**src/rtl/dtm_pkg.sv**
```systemverilog
package dtm_pkg;

    localparam int DATA_W = 32;
    localparam int CTRL_W = 8;
    localparam int PRE_W  = 8;

    localparam logic [DATA_W-1:0] NARROW_MASK = {{(DATA_W/2){1'b0}}, {(DATA_W/2){1'b1}}};

    // control register layout, bit 7 down to bit 0
    typedef struct packed {
        logic       en;
        logic       periodic;
        logic       ie;
        logic       spare;
        logic [1:0] presc;
        logic       wide;
        logic       oneshot;
    } ctrl_t;

    localparam ctrl_t CTRL_RST = '{en: 1'b0, periodic: 1'b0, ie: 1'b1, spare: 1'b0,
                                   presc: 2'd0, wide: 1'b0, oneshot: 1'b0};

    // word index inside a channel window
    localparam int W_LOAD   = 0;
    localparam int W_VALUE  = 1;
    localparam int W_CTRL   = 2;
    localparam int W_ICLR   = 3;
    localparam int W_RAW    = 4;
    localparam int W_MASKED = 5;
    localparam int W_BGLOAD = 6;

    typedef enum logic [1:0] {
        MODE_FREE,
        MODE_PERIODIC,
        MODE_ONESHOT
    } count_mode_t;

    typedef struct packed {
        logic              wr_load;
        logic              wr_bg;
        logic              wr_ctrl;
        logic              wr_iclr;
        logic [DATA_W-1:0] data;
    } chan_cmd_t;

    function automatic count_mode_t mode_of(ctrl_t c);
        if (c.oneshot)       return MODE_ONESHOT;
        else if (c.periodic) return MODE_PERIODIC;
        else                 return MODE_FREE;
    endfunction

    // last prescale count before a step is issued
    function automatic logic [PRE_W-1:0] presc_last(logic [1:0] code);
        case (code)
            2'd1:    return PRE_W'(15);
            2'd2:    return PRE_W'(255);
            default: return '0;
        endcase
    endfunction

    function automatic logic [7:0] id_byte(logic [2:0] idx);
        case (idx)
            3'd0:    return 8'h04;
            3'd1:    return 8'h18;
            3'd2:    return 8'h14;
            3'd3:    return 8'h00;
            3'd4:    return 8'h0D;
            3'd5:    return 8'hF0;
            3'd6:    return 8'h05;
            default: return 8'hB1;
        endcase
    endfunction

endpackage

```
**src/rtl/dtm_prescaler.sv**
```systemverilog
module dtm_prescaler
    import dtm_pkg::*;
(
    input  logic       clk,
    input  logic       rst,
    input  logic       clr,
    input  logic       tick,
    input  logic       run,
    input  logic [1:0] code,
    output logic       step
);

    logic [PRE_W-1:0] pre_q;
    logic [PRE_W-1:0] last;
    logic             at_last;

    assign last    = presc_last(code);
    assign at_last = (pre_q == last);
    assign step    = tick & run & at_last;

    always_ff @(posedge clk) begin
        if (rst || clr) begin
            pre_q <= '0;
        end else if (tick && run) begin
            pre_q <= at_last ? '0 : pre_q + PRE_W'(1);
        end
    end

endmodule

```
**src/rtl/dtm_channel.sv**
```systemverilog
module dtm_channel
    import dtm_pkg::*;
(
    input  logic              clk,
    input  logic              rst,
    input  logic              tick,
    input  chan_cmd_t         cmd,
    output ctrl_t             ctrl,
    output logic [DATA_W-1:0] value,
    output logic [DATA_W-1:0] load,
    output logic              raw,
    output logic              irq
);

    ctrl_t             ctrl_q;
    logic [DATA_W-1:0] cnt_q;
    logic [DATA_W-1:0] cnt_d;
    logic [DATA_W-1:0] load_q;
    logic              raw_q;
    logic [DATA_W-1:0] mask;
    logic [DATA_W-1:0] cur;
    logic              step;
    logic              hit_zero;
    count_mode_t       mode;

    dtm_prescaler u_pre (
        .clk  (clk),
        .rst  (rst),
        .clr  (cmd.wr_ctrl),
        .tick (tick),
        .run  (ctrl_q.en),
        .code (ctrl_q.presc),
        .step (step)
    );

    assign mask     = ctrl_q.wide ? '1 : NARROW_MASK;
    assign cur      = cnt_q & mask;
    assign mode     = mode_of(ctrl_q);
    assign hit_zero = step && (cur == DATA_W'(1));

    always_comb begin
        cnt_d = cnt_q;
        if (cmd.wr_load) begin
            cnt_d = cmd.data;
        end else if (step) begin
            if (cur != '0) begin
                cnt_d = cur - DATA_W'(1);
            end else begin
                case (mode)
                    MODE_PERIODIC: cnt_d = load_q;
                    MODE_FREE:     cnt_d = mask;
                    default:       cnt_d = cnt_q;
                endcase
            end
        end
    end

    always_ff @(posedge clk) begin
        if (rst) begin
            ctrl_q <= CTRL_RST;
            cnt_q  <= '1;
            load_q <= '0;
            raw_q  <= 1'b0;
        end else begin
            cnt_q <= cnt_d;
            if (cmd.wr_load || cmd.wr_bg) begin
                load_q <= cmd.data;
            end
            if (cmd.wr_ctrl) begin
                ctrl_q <= ctrl_t'(cmd.data[CTRL_W-1:0]);
            end
            if (hit_zero) begin
                raw_q <= 1'b1;
            end else if (cmd.wr_iclr) begin
                raw_q <= 1'b0;
            end
        end
    end

    assign ctrl  = ctrl_q;
    assign value = cur;
    assign load  = load_q;
    assign raw   = raw_q;
    assign irq   = raw_q & ctrl_q.ie;

endmodule

```
**src/rtl/dtm_decode.sv**
```systemverilog
module dtm_decode
    import dtm_pkg::*;
#(
    parameter int                ADDR_W    = 12,
    parameter int                NUM_CH    = 2,
    parameter int                WIN_BYTES = 32,
    parameter logic [ADDR_W-1:0] ID_BASE   = 'hFE0
) (
    input  logic                          bus_en,
    input  logic                          bus_wr,
    input  logic [ADDR_W-1:0]             bus_addr,
    input  logic [DATA_W-1:0]             bus_wdata,
    input  ctrl_t [NUM_CH-1:0]            ch_ctrl,
    input  logic  [NUM_CH-1:0][DATA_W-1:0] ch_value,
    input  logic  [NUM_CH-1:0][DATA_W-1:0] ch_load,
    input  logic  [NUM_CH-1:0]            ch_raw,
    output chan_cmd_t [NUM_CH-1:0]        ch_cmd,
    output logic [DATA_W-1:0]             bus_rdata
);

    localparam int WIN_LSB = $clog2(WIN_BYTES);
    localparam int WORD_W  = WIN_LSB - 2;
    localparam int SEL_W   = ADDR_W - WIN_LSB;
    localparam int ID_LSB  = 5;

    logic [WORD_W-1:0]             word;
    logic [NUM_CH-1:0][DATA_W-1:0] part;
    logic                          id_hit;
    logic [DATA_W-1:0]             id_data;
    logic [1:0]                    unused_lsb;

    assign word       = bus_addr[WIN_LSB-1:2];
    assign unused_lsb = bus_addr[1:0];

    for (genvar c = 0; c < NUM_CH; c++) begin : gen_win
        logic hit;
        logic wr;

        assign hit = (bus_addr[ADDR_W-1:WIN_LSB] == SEL_W'(c));
        assign wr  = bus_en & bus_wr & hit;

        assign ch_cmd[c].wr_load = wr && (word == WORD_W'(W_LOAD));
        assign ch_cmd[c].wr_bg   = wr && (word == WORD_W'(W_BGLOAD));
        assign ch_cmd[c].wr_ctrl = wr && (word == WORD_W'(W_CTRL));
        assign ch_cmd[c].wr_iclr = wr && (word == WORD_W'(W_ICLR));
        assign ch_cmd[c].data    = bus_wdata;

        always_comb begin
            part[c] = '0;
            if (hit) begin
                case (word)
                    WORD_W'(W_LOAD),
                    WORD_W'(W_BGLOAD): part[c] = ch_load[c];
                    WORD_W'(W_VALUE):  part[c] = ch_value[c];
                    WORD_W'(W_CTRL):   part[c] = DATA_W'(ch_ctrl[c]);
                    WORD_W'(W_RAW):    part[c] = DATA_W'(ch_raw[c]);
                    WORD_W'(W_MASKED): part[c] = DATA_W'(ch_raw[c] & ch_ctrl[c].ie);
                    default:           part[c] = '0;
                endcase
            end
        end
    end

    assign id_hit  = (bus_addr[ADDR_W-1:ID_LSB] == ID_BASE[ADDR_W-1:ID_LSB]);
    assign id_data = DATA_W'(id_byte(bus_addr[ID_LSB-1:2]));

    always_comb begin
        bus_rdata = id_hit ? id_data : '0;
        for (int c = 0; c < NUM_CH; c++) begin
            bus_rdata = bus_rdata | part[c];
        end
    end

endmodule

```
**src/rtl/dual_tick_timer.sv**
```systemverilog
module dual_tick_timer
    import dtm_pkg::*;
#(
    parameter int ADDR_W    = 12,
    parameter int WIN_BYTES = 32
) (
    input  logic              clk,
    input  logic              rst,
    input  logic              bus_en,
    input  logic              bus_wr,
    input  logic [ADDR_W-1:0] bus_addr,
    input  logic [31:0]       bus_wdata,
    output logic [31:0]       bus_rdata,
    input  logic              tick_a,
    input  logic              tick_b,
    output logic              irq
);

    localparam int NUM_CH = 2;

    logic      [NUM_CH-1:0]             ticks;
    chan_cmd_t [NUM_CH-1:0]             ch_cmd;
    ctrl_t     [NUM_CH-1:0]             ch_ctrl;
    logic      [NUM_CH-1:0][DATA_W-1:0] ch_value;
    logic      [NUM_CH-1:0][DATA_W-1:0] ch_load;
    logic      [NUM_CH-1:0]             ch_raw;
    logic      [NUM_CH-1:0]             ch_irq;

    assign ticks = {tick_b, tick_a};

    dtm_decode #(
        .ADDR_W    (ADDR_W),
        .NUM_CH    (NUM_CH),
        .WIN_BYTES (WIN_BYTES)
    ) u_dec (
        .bus_en    (bus_en),
        .bus_wr    (bus_wr),
        .bus_addr  (bus_addr),
        .bus_wdata (bus_wdata),
        .ch_ctrl   (ch_ctrl),
        .ch_value  (ch_value),
        .ch_load   (ch_load),
        .ch_raw    (ch_raw),
        .ch_cmd    (ch_cmd),
        .bus_rdata (bus_rdata)
    );

    for (genvar c = 0; c < NUM_CH; c++) begin : gen_ch
        dtm_channel u_ch (
            .clk   (clk),
            .rst   (rst),
            .tick  (ticks[c]),
            .cmd   (ch_cmd[c]),
            .ctrl  (ch_ctrl[c]),
            .value (ch_value[c]),
            .load  (ch_load[c]),
            .raw   (ch_raw[c]),
            .irq   (ch_irq[c])
        );
    end

    assign irq = |ch_irq;

endmodule

```
**config.mk**
```make
export PLATFORM = sky130hd
export DESIGN_NAME = dual_tick_timer
export DESIGN_NICKNAME = d
export VERILOG_FILES = /design/src/rtl/dtm_pkg.sv /design/src/rtl/dtm_prescaler.sv /design/src/rtl/dtm_channel.sv /design/src/rtl/dtm_decode.sv /design/src/rtl/dual_tick_timer.sv
export SDC_FILE = /design/constraint.sdc
export NUM_CORES = 1
export LEC_CHECK = 0
export BUFFER_PORTS_ARGS = -buffer_cell sky130_fd_sc_hd__clkbuf_2
export CORE_ASPECT_RATIO = 0.7
export CORE_UTILIZATION = 50
export CTS_CLUSTER_DIAMETER = 120
export DETAILED_ROUTE_END_ITERATION = 6
export PLACE_DENSITY = 0.68
export RECOVER_POWER = 50
export SLEW_MARGIN = 10
export SYNTH_ARGS = -nofsm -noshare
export SYNTH_HDL_FRONTEND = slang
export SYNTH_SLANG_ARGS = --single-unit
```
**constraint.sdc**
```tcl
create_clock -name clk -period 3.9 [get_ports clk]
set_input_delay 0.39 -clock clk [delete_from_list [all_inputs] [get_ports clk]]
set_output_delay 0.39 -clock clk [all_outputs]
set_load 0.01 [all_outputs]
```
==> impl_metrics.yaml <==
run_status:
  status: "finished with violations"
  violations: "capacitance limit, slew limit"
drt:
  drc_errors: 0
  drt_iter0_drc: 1728
  wl_per_cell_um: 23.2
  drt_wl_total_mm: 39.8
  vias: 11800
  dr.pass1.iters: 7
  via_per_inst: 6.87
  drtAntennaViolNets: 0
floorplan:
  ioPinCount: 83
  dieArea_sq_um: 21300
  rows: 43
  die-width_um: 174
  core_sq_um: 20100
  start_util: 0.516
  fp.dieH_um: 122
clocking:
  cts_buffer_depth: 2
  cts_setup_buffers: 0
  cts_hold_buf: 0
  clock_latency_ns: 0.45
  cts_buffers: 17
  ctsRootBufferMaster: "clkbuf_16"
  tritoncts: "built"
  path_clk_slew_ns: 0.07
  cts.sinks: 162
  cts-resized-gates: 0
  cts_htree_levels: 4
yosys:
  yosys.area.top_type: "dfxtp_1"
  synth-main-ff-cell: "dfxtp_1"
  yosysWarningCount: 0
  ys_seq_area_frac: 0.313
  synthXorXnorAreaFrac: 0.0245
  post_synth_fa_ha_maj_area_fraction: 0.00967
  async_reset_ff_frac: 0
  netlist_area_sq_um: 10400
  ys_ff_latch: 162
  synthCells: 1427
  synth-edff-count: 0
  synth_most_common_cell: "nand2_1"
  synthTopCellsByCount: "nand2_1 (231), dfxtp_1 (162), a21oi_1 (117)"
  ys_types: 75
  synth_area_leaders: "dfxtp_1 (31%), nand2_1 (8.4%), a21oi_1 (5.7%)"
  synth-simple-area-share: 0.277
  avgSynthCellArea_sq_um: 7.26
  synth-compound-area-share: 0.300
  synth_top_family_by_area: "compound AO/OA/AOI/OAI gates"
  synth_top_area_frac: 0.313
  synthMuxAreaShare: 0.0166
  syn-num-nets: 1485
global_route:
  grt_overflow: 0
  grt.total_usage: 0.375
  grt.busiest_layer: "met1"
  grt_pass1_vias: 10400
  grt_pass1_wl_mm: 61.2
  grt_max_degree: 67
  grt_antenna_before_repair: 0
  grt_util_met2: 0.507
  globalRouteMet3Util: 0.103
  met1_usage: 0.539
critical_path:
  slowest_stage: "or2_0"
  worst_path_most_repeated_cell: "clkbuf_2"
  crit_required_ns: 3.51
  ff2ff_path_depth: 8
  critical_path.max_stage_delay_ns: 1.30
  critPathCaptureType: "output pin"
  worstPathCellList: "clkbuf_2 -> buf_4 -> nand2_1 -> nand3_1 -> or2_0 -> o22ai_1 -> clkbuf_2"
  cp_max_fo: 31
  crit_buf_inv: 3
  cpLargestDelayFamily: "simple AND/OR/NAND/NOR gates"
  crit_type: "in -> out"
  ff2ff_setup_slack_ns: 0.55
  r2r-end: "gen_ch[0].u_ch.cnt_q[8]$_SDFFE_PP1P_"
  cp-start-kind: "input pin"
  worst_ep_arrival_time_ns: 3.18
  r2r-start: "gen_ch[0].u_ch.cnt_q[0]$_SDFFE_PP1P_"
place:
  dp_cells: 1685
  gp_congestion: 1.00
  port_buffers: 80
  hpwl_mm: 27.3
layout:
  layout-drive-gt1-share: 0.120
  diodes: 0
  final_cell_count_no_fill: 1716
  layout.nets: 1492
  areaGrowthSynthToFinish_pct: 11.0
  fin_util: 0.573
  fillers: 1937
timing:
  worst_slew_pin_slew_ns: 2.18
  fin_tns_setup_ns: 0
  setup_viol_count_final: 0
  finalClockSkew_ns: 0.0120
  grt_setup_unrepaired: "no"
  clock.fmax_ghz: 0.280
  maxSlewHeadroom: -0.456
  period_share: 0.916
  hold_viol_final: 0
  fin_crit_ns: 3.57
  report.final.slew_viol_count: 72
hold_path:
  holdCritStartpoint: "bus_wdata[18]"
  hold_depth: 3
  whs_endpoint: "gen_ch[0].u_ch.load[18]$_SDFFE_PP0P_"
  hold_path.class: "in -> reg"
pwr:
  ir_drop_mv: 0.303
  leakagePower_nw: 3.82
  pwr_density_cell_nw_per_um2: 313
flow_run:
  max_cap_violations: 3
## layer usage
metal	share of wire	vias to the layer above
met5	0	-
li1	-	5362
met4	0.043	0
met2	0.39	822
met1	0.43	5475
met3	0.13	137
## cell usage in the layout, fill, tap and decap left out, types with 10 or more instances in the layout
cell         n
nand2_1    231
nor3_1      63
a32oi_1     13
inv_1       21
or4_1       21
nand4_1     18
o21ai_0     53
nor4_1      21
o211ai_1    30
xor2_1      14
nand3_1     43
o2111ai_1   10
clkbuf_16   17
clkbuf_2    73
o22ai_1     31
a21o_1      11
xnor2_1     15
dfxtp_1    162
or3_1       19
a21oi_1    117
mux2i_1     16
a31oi_1     39
buf_4       39
nor2_1     101
nand2b_1    14
a22oi_1     67
## worst max-delay path by stage
stage | cells after the start | startpoint | slack [ns] | to
after CTS | 8 | gen_ch[0].u_ch.cnt_q[0]$_SDFFE_PP1P_ | 0.64 | gen_ch[0].u_ch.cnt_q[8]$_SDFFE_PP1P_
after global placement | 8 | gen_ch[0].u_ch.cnt_q[0]$_SDFFE_PP1P_ | 0.72 | gen_ch[0].u_ch.cnt_q[8]$_SDFFE_PP1P_
after floorplan | 9 | gen_ch[0].u_ch.cnt_q[0]$_SDFFE_PP1P_ | 1.17 | gen_ch[0].u_ch.cnt_q[28]$_SDFFE_PP1P_
after global routing | 7 | bus_addr[2] | 0.20 | bus_rdata[31]
after detailed placement | 8 | gen_ch[0].u_ch.cnt_q[0]$_SDFFE_PP1P_ | 0.66 | gen_ch[0].u_ch.cnt_q[8]$_SDFFE_PP1P_
final | 7 | bus_addr[2] | 0.33 | bus_rdata[31]
## power by group
group          switching [mW]  internal (mW)  total [mW]
combinational           0.152         0.0503       0.202
sequential           0.000701           1.65        1.65
clock                   0.772          0.969        1.74
## cell type report
type	instances	area (sq um)	area share
clock inverter	9	96.3	0.00838
inverter	23	86.3	0.00751
multi-input combinational	1109	6530	0.568
timing repair buffer	121	708	0.0616
clock buffer	22	494	0.0430
tap	270	338	0.0294
sequential	162	3240	0.282
## tightest hold or removal path, delay by kind of cell
kind            cells  cell delay (ns)
buf+inv             1             0.10
simple gates        1             0.05
compound gates      1             0.05
## state kept, by name, indices dropped and copies added (netlist names)
register	cells
gen_ch.u_ch.cnt_q	64
gen_ch.u_ch.raw	2
gen_ch.u_ch.u_pre.pre_q	16
gen_ch.u_ch.load	64
gen_ch.u_ch.ctrl	16
## metrics by stage
stage | hold slack [ns] | instance area [sq um] | power (mW) | setup WS [ns]
after global routing | 0.233 | 11500 | 3.67 | 0.201
after global placement | 0.456 | 10900 | 1.89 | 0.715
after CTS | 0.188 | 11500 | 3.59 | 0.642
final | 0.195 | 11500 | 3.60 | 0.326
after floorplan | 0.444 | 10400 | 1.78 | 1.17
after detailed placement | 0.463 | 10900 | 1.89 | 0.660
## cell families (layout without fill, tap and decap cells)
group | Yosys count | count (layout)
AND/OR/NAND/NOR | 590 | 590
AO/OA/AOI/OAI | 465 | 465
flip-flops | 162 | 162
buffers and inverters | 156 | 175
XOR/XNOR | 29 | 29
multiplexers | 17 | 17
adder cells (fa/ha/maj) | 8 | 8
Power figures use the tool's default switching activity.
